[src/rtl/osd_raster_pkg.sv]
package osd_raster_pkg;

  localparam int NUM_COLS   = 24;
  localparam int NUM_ROWS   = 10;
  localparam int CELL_DOTS  = 12;
  localparam int FONT_LINES = 18;

  localparam int COL_W  = $clog2(NUM_COLS);
  localparam int ROW_W  = $clog2(NUM_ROWS);
  localparam int ADDR_W = $clog2(NUM_COLS * NUM_ROWS);
  localparam int FD_W   = $clog2(CELL_DOTS);
  localparam int FL_W   = $clog2(FONT_LINES);
  localparam int SUB_W  = $clog2(2 * CELL_DOTS);

  // Strobes from the sync control to the cell datapath
  typedef struct packed {
    logic lineStart;   // normalised horizontal sync rising edge
    logic frameStart;  // normalised vertical sync rising edge
    logic lineStep;    // either of the above
    logic hLoad;       // next dot position equals the horizontal origin
    logic vLoad;       // next line number equals the vertical origin
  } strobes_t;

endpackage

[src/rtl/osd_sync_ctrl.sv]
module osd_sync_ctrl
  import osd_raster_pkg::*;
#(
  parameter int DOT_W  = 11,
  parameter int LINE_W = 11
) (
  input  logic              clk,
  input  logic              rstN,
  input  logic              hSyncIn,
  input  logic              vSyncIn,
  input  logic              hSyncPol,
  input  logic              vSyncPol,
  input  logic [DOT_W-1:0]  hStart,
  input  logic [LINE_W-1:0] vStart,
  output strobes_t          strobes
);

  localparam logic [DOT_W-1:0]  DOT_MAX  = '1;
  localparam logic [LINE_W-1:0] LINE_MAX = '1;

  logic hsNorm, hsPrev, vsNorm, vsPrev;
  logic hRise, vRise, lineStep;
  logic [DOT_W-1:0]  hCount, hNext;
  logic [LINE_W-1:0] lineCnt, lineNext;

  // Sample and normalise both syncs to active-high
  always_ff @(posedge clk) begin
    if (!rstN) begin
      hsNorm <= 1'b0;
      hsPrev <= 1'b0;
      vsNorm <= 1'b0;
      vsPrev <= 1'b0;
    end else begin
      hsNorm <= hSyncIn ^ hSyncPol;
      hsPrev <= hsNorm;
      vsNorm <= vSyncIn ^ vSyncPol;
      vsPrev <= vsNorm;
    end
  end

  assign hRise    = hsNorm & ~hsPrev;
  assign vRise    = vsNorm & ~vsPrev;
  assign lineStep = hRise | vRise;

  always_comb begin
    if (hRise)                hNext = '0;
    else if (hCount == DOT_MAX) hNext = hCount;
    else                      hNext = hCount + DOT_W'(1);

    if (vRise)                   lineNext = '0;
    else if (lineCnt == LINE_MAX) lineNext = lineCnt;
    else                         lineNext = lineCnt + LINE_W'(1);
  end

  always_ff @(posedge clk) begin
    if (!rstN) begin
      hCount  <= '0;
      lineCnt <= '0;
    end else begin
      hCount <= hNext;
      if (lineStep) lineCnt <= lineNext;
    end
  end

  always_comb begin
    strobes.lineStart  = hRise;
    strobes.frameStart = vRise;
    strobes.lineStep   = lineStep;
    strobes.hLoad      = (hNext == hStart) && (hRise || hNext != hCount);
    strobes.vLoad      = lineStep && (lineNext == vStart) &&
                         (vRise || lineNext != lineCnt);
  end

  // the dot position restarts from 0 after every line start
  a_r3_dot_origin: assert property (@(posedge clk) disable iff (!rstN)
    $past(strobes.lineStart) |-> hCount == '0);

  // the line number restarts from 0 after every frame start
  a_r3_line_origin: assert property (@(posedge clk) disable iff (!rstN)
    $past(strobes.frameStart) |-> lineCnt == '0);

endmodule

[src/rtl/osd_cell_datapath.sv]
module osd_cell_datapath
  import osd_raster_pkg::*;
#(
  parameter int HGT_W = 7,
  parameter int MIN_H = 18,
  parameter int MAX_H = 71
) (
  input  logic              clk,
  input  logic              rstN,
  input  strobes_t          strobes,
  input  logic [HGT_W-1:0]  charHeight,
  input  logic              dblHeight,
  input  logic              dblWidth,
  output logic              hActive,
  output logic              vActive,
  output logic [ADDR_W-1:0] ramAddr,
  output logic [FL_W-1:0]   fontLine,
  output logic [FD_W-1:0]   fontDot
);

  localparam int ACC_W = HGT_W + 1;

  logic [SUB_W-1:0] dotSub, cellLast;
  logic [COL_W-1:0] col;
  logic [ROW_W-1:0] row;
  logic [HGT_W-1:0] hEff, tLine;
  logic [ACC_W-1:0] acc, accSum;
  logic [FL_W-1:0]  fLine;
  logic             phase;

  // Horizontal: dot within cell, column within row
  assign cellLast = dblWidth ? SUB_W'(2 * CELL_DOTS - 1) : SUB_W'(CELL_DOTS - 1);

  always_ff @(posedge clk) begin
    if (!rstN) begin
      hActive <= 1'b0;
      dotSub  <= '0;
      col     <= '0;
    end else if (strobes.hLoad) begin
      hActive <= 1'b1;
      dotSub  <= '0;
      col     <= '0;
    end else if (strobes.lineStart) begin
      hActive <= 1'b0;
    end else if (hActive) begin
      if (dotSub == cellLast) begin
        dotSub <= '0;
        if (col == COL_W'(NUM_COLS - 1)) hActive <= 1'b0;
        else                             col <= col + COL_W'(1);
      end else begin
        dotSub <= dotSub + SUB_W'(1);
      end
    end
  end

  assign fontDot = dblWidth ? FD_W'(dotSub >> 1) : FD_W'(dotSub);

  // Vertical: effective height, line accumulator, row counter
  always_comb begin
    if (charHeight < HGT_W'(MIN_H))      hEff = HGT_W'(MIN_H);
    else if (charHeight > HGT_W'(MAX_H)) hEff = HGT_W'(MAX_H);
    else                                 hEff = charHeight;
  end

  assign accSum = acc + ACC_W'(FONT_LINES);

  always_ff @(posedge clk) begin
    if (!rstN) begin
      vActive <= 1'b0;
      row     <= '0;
      tLine   <= '0;
      acc     <= '0;
      fLine   <= '0;
      phase   <= 1'b0;
    end else if (strobes.lineStep) begin
      if (strobes.vLoad) begin
        vActive <= 1'b1;
        row     <= '0;
        tLine   <= '0;
        acc     <= '0;
        fLine   <= '0;
        phase   <= 1'b0;
      end else if (strobes.frameStart) begin
        vActive <= 1'b0;
      end else if (vActive) begin
        if (dblHeight && !phase) begin
          phase <= 1'b1;
        end else begin
          phase <= 1'b0;
          if (tLine == hEff - HGT_W'(1)) begin
            tLine <= '0;
            acc   <= '0;
            fLine <= '0;
            if (row == ROW_W'(NUM_ROWS - 1)) vActive <= 1'b0;
            else                             row <= row + ROW_W'(1);
          end else begin
            tLine <= tLine + HGT_W'(1);
            if (accSum >= ACC_W'(hEff)) begin
              acc   <= accSum - ACC_W'(hEff);
              fLine <= fLine + FL_W'(1);
            end else begin
              acc <= accSum;
            end
          end
        end
      end
    end
  end

  assign fontLine = fLine;
  assign ramAddr  = ADDR_W'(row) * ADDR_W'(NUM_COLS) + ADDR_W'(col);

  // inside a line the column only holds or steps by one
  a_r4_col_step: assert property (@(posedge clk) disable iff (!rstN)
    (hActive && $past(hActive) && !$past(strobes.hLoad)) |->
      (col == $past(col) || col == $past(col) + COL_W'(1)));

  // the font dot never leaves the glyph
  a_r5_dot_range: assert property (@(posedge clk) disable iff (!rstN)
    hActive |-> fontDot < FD_W'(CELL_DOTS));

  // the row never leaves the grid
  a_r6_row_range: assert property (@(posedge clk) disable iff (!rstN)
    vActive |-> row < ROW_W'(NUM_ROWS));

  // the font line never leaves the glyph
  a_r7_line_range: assert property (@(posedge clk) disable iff (!rstN)
    vActive |-> fLine < FL_W'(FONT_LINES));

  // the font line holds, steps by one, or restarts at a new row
  a_r7_line_step: assert property (@(posedge clk) disable iff (!rstN)
    (vActive && $past(vActive) && !$past(strobes.vLoad)) |->
      (fLine == $past(fLine) || fLine == $past(fLine) + FL_W'(1) || fLine == '0));

endmodule

[src/rtl/osd_raster_gen.sv]
module osd_raster_gen
  import osd_raster_pkg::*;
#(
  parameter int DOT_W  = 11,
  parameter int LINE_W = 11,
  parameter int HGT_W  = 7,
  parameter int MIN_H  = 18,
  parameter int MAX_H  = 71
) (
  input  logic              clk,
  input  logic              rstN,
  input  logic              hSyncIn,
  input  logic              vSyncIn,
  input  logic              hSyncPol,
  input  logic              vSyncPol,
  input  logic              osdEnable,
  input  logic [DOT_W-1:0]  hStart,
  input  logic [LINE_W-1:0] vStart,
  input  logic [HGT_W-1:0]  charHeight,
  input  logic              dblHeight,
  input  logic              dblWidth,
  output logic              dispActive,
  output logic [ADDR_W-1:0] ramAddr,
  output logic [FL_W-1:0]   fontLine,
  output logic [FD_W-1:0]   fontDot
);

  strobes_t strobes;
  logic     hActive, vActive;

  osd_sync_ctrl #(.DOT_W(DOT_W), .LINE_W(LINE_W)) i_ctrl (
    .clk      (clk),
    .rstN     (rstN),
    .hSyncIn  (hSyncIn),
    .vSyncIn  (vSyncIn),
    .hSyncPol (hSyncPol),
    .vSyncPol (vSyncPol),
    .hStart   (hStart),
    .vStart   (vStart),
    .strobes  (strobes)
  );

  osd_cell_datapath #(.HGT_W(HGT_W), .MIN_H(MIN_H), .MAX_H(MAX_H)) i_data (
    .clk        (clk),
    .rstN       (rstN),
    .strobes    (strobes),
    .charHeight (charHeight),
    .dblHeight  (dblHeight),
    .dblWidth   (dblWidth),
    .hActive    (hActive),
    .vActive    (vActive),
    .ramAddr    (ramAddr),
    .fontLine   (fontLine),
    .fontDot    (fontDot)
  );

  assign dispActive = osdEnable & hActive & vActive;

  // an active cell address always lies inside the grid
  a_r11_addr_range: assert property (@(posedge clk) disable iff (!rstN)
    dispActive |-> ramAddr < ADDR_W'(NUM_COLS * NUM_ROWS));

endmodule

[config.mk]
export PLATFORM = sky130hd
export DESIGN_NAME = osd_raster_gen
export DESIGN_NICKNAME = d
export VERILOG_FILES = /design/src/rtl/osd_raster_pkg.sv /design/src/rtl/osd_sync_ctrl.sv /design/src/rtl/osd_cell_datapath.sv /design/src/rtl/osd_raster_gen.sv
export SDC_FILE = /design/constraint.sdc
export NUM_CORES = 1
export LEC_CHECK = 0
export BUFFER_PORTS_ARGS = -buffer_cell sky130_fd_sc_hd__buf_2
export CAP_MARGIN = 20
export CORE_ASPECT_RATIO = 0.6
export CORE_MARGIN = 2
export CORE_UTILIZATION = 59
export DETAILED_ROUTE_END_ITERATION = 10
export PLACE_DENSITY = 0.81
export RECOVER_POWER = 100
export SLEW_MARGIN = 20
export SYNTH_ARGS = -nofsm -noshare
export SYNTH_HDL_FRONTEND = slang
export SYNTH_SLANG_ARGS = --single-unit
[constraint.sdc]
create_clock -name clk -period 4.3 [get_ports clk]
set_input_delay 0.86 -clock clk [delete_from_list [all_inputs] [get_ports clk]]
set_output_delay 0.86 -clock clk [all_outputs]
set_load 0.01 [all_outputs]
# Yosys cells after proc, flatten, opt, wreduce, memory -nomap -nowiden
# Index checks and enable logic that the tools add are counted.
# classes
n_bitwise,12
eq_ne,13
add_sub_neg,11
mux,47
mul,1
n_reduce_logical,17
n_lt_le_gt_ge,3
# ops
operator,count
$mux W7,7
$mux W8,6
$mux W11,4
$mux W5,8
$mux W4,7
$add A11 B1 Y11 const B,2
$eq A11 B11 Y1,2
$eq A11 B11 Y1 const B,2
$ne A11 B11 Y1,2
$add A5 B1 Y5 const B,3
$mux W1,15
$add A8 B5 Y8,1
$add A8 B5 Y8 const B,1
$ge A8 B7 Y1,1
$reduce_and A4 Y1,2
$sub A8 B7 Y8,1
$add A7 B1 Y7 const B,1
$eq A7 B7 Y1,1
$gt A7 B7 Y1 const B,1
$lt A7 B5 Y1 const B,1
$sub A7 B1 Y7 const B,1
$reduce_and A6 Y1,1
$eq A5 B5 Y1,1
$eq A5 B5 Y1 const B,1
18 further kinds,32
# totals
register_bits,63
output_inout_bits,18
elab_cells,119
inputBits,38

# Longest topological paths before layout
# logic_depth
depth_word,10
mapped_depth,16
ltp_nobuf,14

# Hierarchy
# From an unflattened synthesis, not the netlist that was laid out.
# hier_totals
hier_cells,634
area_unflattened_um2,5122.4
# by_module_without_submodules
module,cells_each,area_per_inst_um2,instances
osd_cell_datapath,364,2945.3,1
osd_sync_ctrl,269,2170.8,1
osd_raster_gen,1,6.3,1

# Worst setup path before layout
# Ideal clock, no wire load.
# synth_timing
path_type,in2reg
from,input port charHeight[3]
to,register i_data.acc[2]
slack_ps,594
arrival_time_ps,3589
setup_time_ps,117
stages,15
path_cell_list,buf_6 o31ai_2 o2bb2ai_2 inv_1 ha_1 fa_1 nor2b_1 o21ai_1 a21boi_0 o31a_1 nand2b_1 clkbuf_1 mux2_2 a22oi_1 nor2_1
# synth_between
elab_chain_cells,10
# synth_rtl
element,line_no,source
from (decl),osd_raster_gen.sv:19,"input logic [HGT_W-1:0] charHeight,"
$gt A7 B7 Y1,osd_cell_datapath.sv:61,else if (charHeight > HGT_W'(MAX_H)) hEff = HGT_W'(MAX_H);
$mux W7,osd_cell_datapath.sv:61,
$mux W7 *,osd_cell_datapath.sv:60,if (charHeight < HGT_W'(MIN_H)) hEff = HGT_W'(MIN_H);
$sub A7 B1 Y7 (tied with other cells),osd_cell_datapath.sv:90,if (tLine == hEff - HGT_W'(1)) begin
$eq A7 B7 Y1 or $mux W8 (tied branches),"osd_cell_datapath.sv:90, osd_cell_datapath.sv:98",
$mux W8 *,osd_cell_datapath.sv:90,
$mux W8 *,osd_cell_datapath.sv:86,if (dblHeight && !phase) begin
$mux W8 *,osd_cell_datapath.sv:85,end else if (vActive) begin
$mux W8 *,osd_cell_datapath.sv:83,end else if (strobes.frameStart) begin
$mux W8 *,osd_cell_datapath.sv:76,if (strobes.vLoad) begin
to (signal assigned),osd_cell_datapath.sv:99,acc <= accSum - ACC_W'(hEff);
to (signal assigned),osd_cell_datapath.sv:102,acc <= accSum;
to (decl),osd_cell_datapath.sv:27,"logic [ACC_W-1:0] acc, accSum;"
# Mark *: on every way between the ends. The rest lies on a longest branch, timed or not. The select of a mux whose other input is x is not followed.
# A chain may end at the register's enable or synchronous reset.

# Worst setup path after layout
# layout_timing
from,input port charHeight[4]
to,register i_data.acc[2]
# The elaborated chain is that of the path after synthesis.

==> flow_summary.ini <==
[synthesis]
postSynthNetCount = 666
synth_top_family_by_area = simple AND/OR/NAND/NOR gates
synth_xor_xnor_area_share_pct = 8.30
yosysUniqueCellTypes = 66
portion_of_the_post_synthesis_area_used_by_sequential_elements_pct = 26.6
netlist_area_um2 = 4750
asyncSetResetFlopFracSynth_pct = 0
avgSynthCellArea_um2 = 7.87
synth_flop_cell = sky130_fd_sc_hd__dfxtp_1
synth-compound-area-share_pct = 20.6
synth_seq_cells = 63
area_fraction_in_and_or_nand_and_nor_cells_after_synthesis_pct = 27.4
synth_warnings = 0
yosys.area_share.adder_pct = 7.07
number_of_enable_flip_flop_cells_after_synthesis = 0
post_synth_mux_area_share_pct = 4.51
syn_inst = 603

[clock_network]
worst_skew_pair.late_latency_ns = 0.33
numCtsBuffers = 9
ctsLongestPathBuffers = 2
ctsHtreeMaxLevel = 3
worst_setup_hold_path_clk_slew_ns = 0.05
number_of_gates_given_a_new_drive_strength_after_cts = 0
cts_hold_fix_bufs = 0
cts_setup_buffers = 0
cts.sink_count = 63
cts_tree = done
clockRootBuffer = sky130_fd_sc_hd__clkbuf_16

[power_and_ir_drop]
portion_of_total_power_attributed_to_sequential_cells_pct = 40.0
power.internal_mw = 1.12
net_load_switching_power_mw = 0.369
ir_worst_vdd_v = 0.000244
power.switching_fraction_pct = 24.7
cellPowerDensity_nw_per_um2 = 284
combPwrFrac_pct = 11.8
clk_pwr_share_pct = 48.2
leakagePower_nw = 1.93

[route]
drtAntennaViolNets = 0
drt_pass1_iterations = 5
initialDrtViolationCount = 520
total_via_count_in_the_routed_design = 4668
finalWirelength_um = 12200
dr_wl_met2_um = 4980
wl_per_cell_um = 16.2
topRoutingLayerUsed = met4
dr_wl_met3_um = 1020
via_per_inst = 6.20
drc = 0
routedLengthMet1_um = 6060

[cells_and_area]
drive_above_1_share_pct = 11.8
n_fill_cell = 700
diodes = 0
design_area_um2 = 5260
layout_commonest_cell = sky130_fd_sc_hd__nor2_1
area_growth_syn_to_layout_pct = 10.9
finalNetCount = 703
finish.cell_count_without_fillers = 753
most_frequent_cells_in_the_layout = sky130_fd_sc_hd__nor2_1 (69), sky130_fd_sc_hd__dfxtp_1 (63), sky130_fd_sc_hd__a21oi_1 (37)

[worst_setup_path]
setup.worst_path.end_class = register
critical_path.cell_chain = buf_2 -> o31a_1 -> o2bb2ai_2 -> inv_1 -> ha_1 -> fa_1 -> nor2b_1 -> o21ai_1 -> a21boi_0 -> o31a_1 -> nand2b_1 -> mux2_2 -> a22oi_1 -> nor2_1
cpPeakStageDelay_ns = 0.43
required_ns = 4.48
timing.rr.start = i_ctrl.lineCnt[0]
critPathMaxFanout = 11
critPathKind = in2reg
critPathSlowestCell = sky130_fd_sc_hd__fa_1
timing.critical_path.mode_cell = sky130_fd_sc_hd__o31a_1
timing.critical_path.from = charHeight[4]
critPathArrivalTime_ns = 4.02
startpoint_type = input port

[timing]
worst_slew_margin_relative_to_its_limit_pct = 38.8
fin_setup_tns_ns = 0
final.min_clock_period_ns = 3.84
fmax_ghz = 0.260
clock_skew_ns = 0.00696
postLayoutSetupSlackWorst_ns = 0.460
rsz0062_at_grt = no
hold_viol = 0
setup_viol_count_final = 0
maxSlewViolCount = 0
finalCritPeriodShare_pct = 89.3
worstMarginPinSlew_ns = 0.916

[place]
gpl.final_weighted_congestion = 0.939
place_ws_ns = 0.204
io_buffer_count = 55
detailed_place_hpwl_um = 9120
post-place-cells = 737
place_area_um2 = 5010

[global_route]
overflow = 0
grt_start_max_net_pins = 26
first_global_vias = 4124
grt_first_pass_wirelength_um = 19900
grt_antenna_before_repair = 0
grt_util_all_layers_pct = 28.5

[worst_hold_path]
worst_hold_startpoint = i_ctrl.hsNorm
kind_of_path_behind_the_tightest_hold_check = reg2reg

[floorplan]
initial_utilization_pct = 60.4
fp-row-count = 25
die_height_um = 73.5
ios = 56
die-area_um2 = 8800
die-width_um = 120
core_area_um2 = 7850

[flow_run]
timing.max_cap.violations = 0

[outcome]
outcome = finished, final reports clean
Yosys cell counts (15+ instances only):
master / number / share of area (%)
sky130_fd_sc_hd__nor2_1: 68 / 5.4
sky130_fd_sc_hd__dfxtp_1: 63 / 27
sky130_fd_sc_hd__a21oi_1: 37 / 3.9
sky130_fd_sc_hd__nand2_1: 35 / 2.8
sky130_fd_sc_hd__xnor2_1: 34 / 6.3
sky130_fd_sc_hd__nor3_1: 33 / 3.5
sky130_fd_sc_hd__o21ai_0: 32 / 3.4
sky130_fd_sc_hd__nand3_1: 26 / 2.7
sky130_fd_sc_hd__ha_1: 22 / 5.8
sky130_fd_sc_hd__inv_1: 21 / 1.7
sky130_fd_sc_hd__clkbuf_1: 15 / 1.2
per-layer routing:
layer | vias up | track usage [%]
li1 | 2278 | -
met1 | 2156 | 42.0
met2 | 209 | 40.8
met3 | 25 | 6.99
met4 | 0 | 8.89
met5 | - | 0
cell families after synthesis:
kind of cell | count (synthesis)
muxes | 20
adders and majority gates | 25
AOI/OAI and AO/OA | 145
xor gates and xnor gates | 45
and+or+nand+nor | 250
buffers and inverters | 55
DFF | 63
power by group through the flow:
stage	logic, mW	registers (mW)	clock network [mW]
4_1_cts	0.175	0.597	0.731
2_1_floorplan	0.121	0.607	0
6_report	0.176	0.597	0.720
3_3_place_gp	0.169	0.609	0
5_1_grt	0.192	0.598	0.760
3_5_place_dp	0.174	0.609	0
stage by stage:
stage / utilization, % / total power, mW / hold slack [ns]
after global routing: 67.0 / 1.55 / 0.505
after CTS: 67.6 / 1.50 / 0.488
final: 67.0 / 1.49 / 0.490
after detailed placement: 63.8 / 0.783 / 0.469
after global placement: 63.8 / 0.778 / 0.458
after floorplan: - / 0.729 / 0.446
final timing paths:
path / to / depth (start not counted) / slack [ns]
setup reg to reg: i_data.fontLine[1] / 9 / 0.49
setup / recovery: i_data.acc[2] / 14 / 0.46
hold / removal: i_ctrl.hsPrev / 1 / 0.49
hold reg to reg: i_ctrl.hsPrev / 1 / 0.49
layout make-up:
cell class | instances | area [um^2] | area share, %
Clock buffer | 11 | 243 | 4.61
Clock inverter | 5 | 57.6 | 1.09
Inverter | 22 | 82.6 | 1.57
Multi-Input combinational cell | 485 | 3200 | 60.9
Sequential cell | 63 | 1260 | 24.0
Tap cell | 108 | 135 | 2.57
Timing Repair Buffer | 59 | 278 | 5.28
critical path: cells and delay by family:
kind	cells	cell delay, ns
compound gates	6	1.31
fa+ha+maj	2	0.64
simple gates	3	0.58
mux	1	0.38
buf+inv	2	0.24
flip-flops by register name, indices dropped and copies added, names as in the netlist:
name	flops
i_data.row	4
i_ctrl.hsPrev	1
i_ctrl.vsPrev	1
i_ctrl.vsNorm	1
i_data.vActive	1
i_data.dotSub	5
i_data.acc	8
i_ctrl.lineCnt	11
i_data.tLine	7
i_data.col	5
i_data.fontLine	5
i_ctrl.hsNorm	1
i_data.phase	1
i_ctrl.hCount	11
i_data.hActive	1
Power figures use the tool's default switching activity.
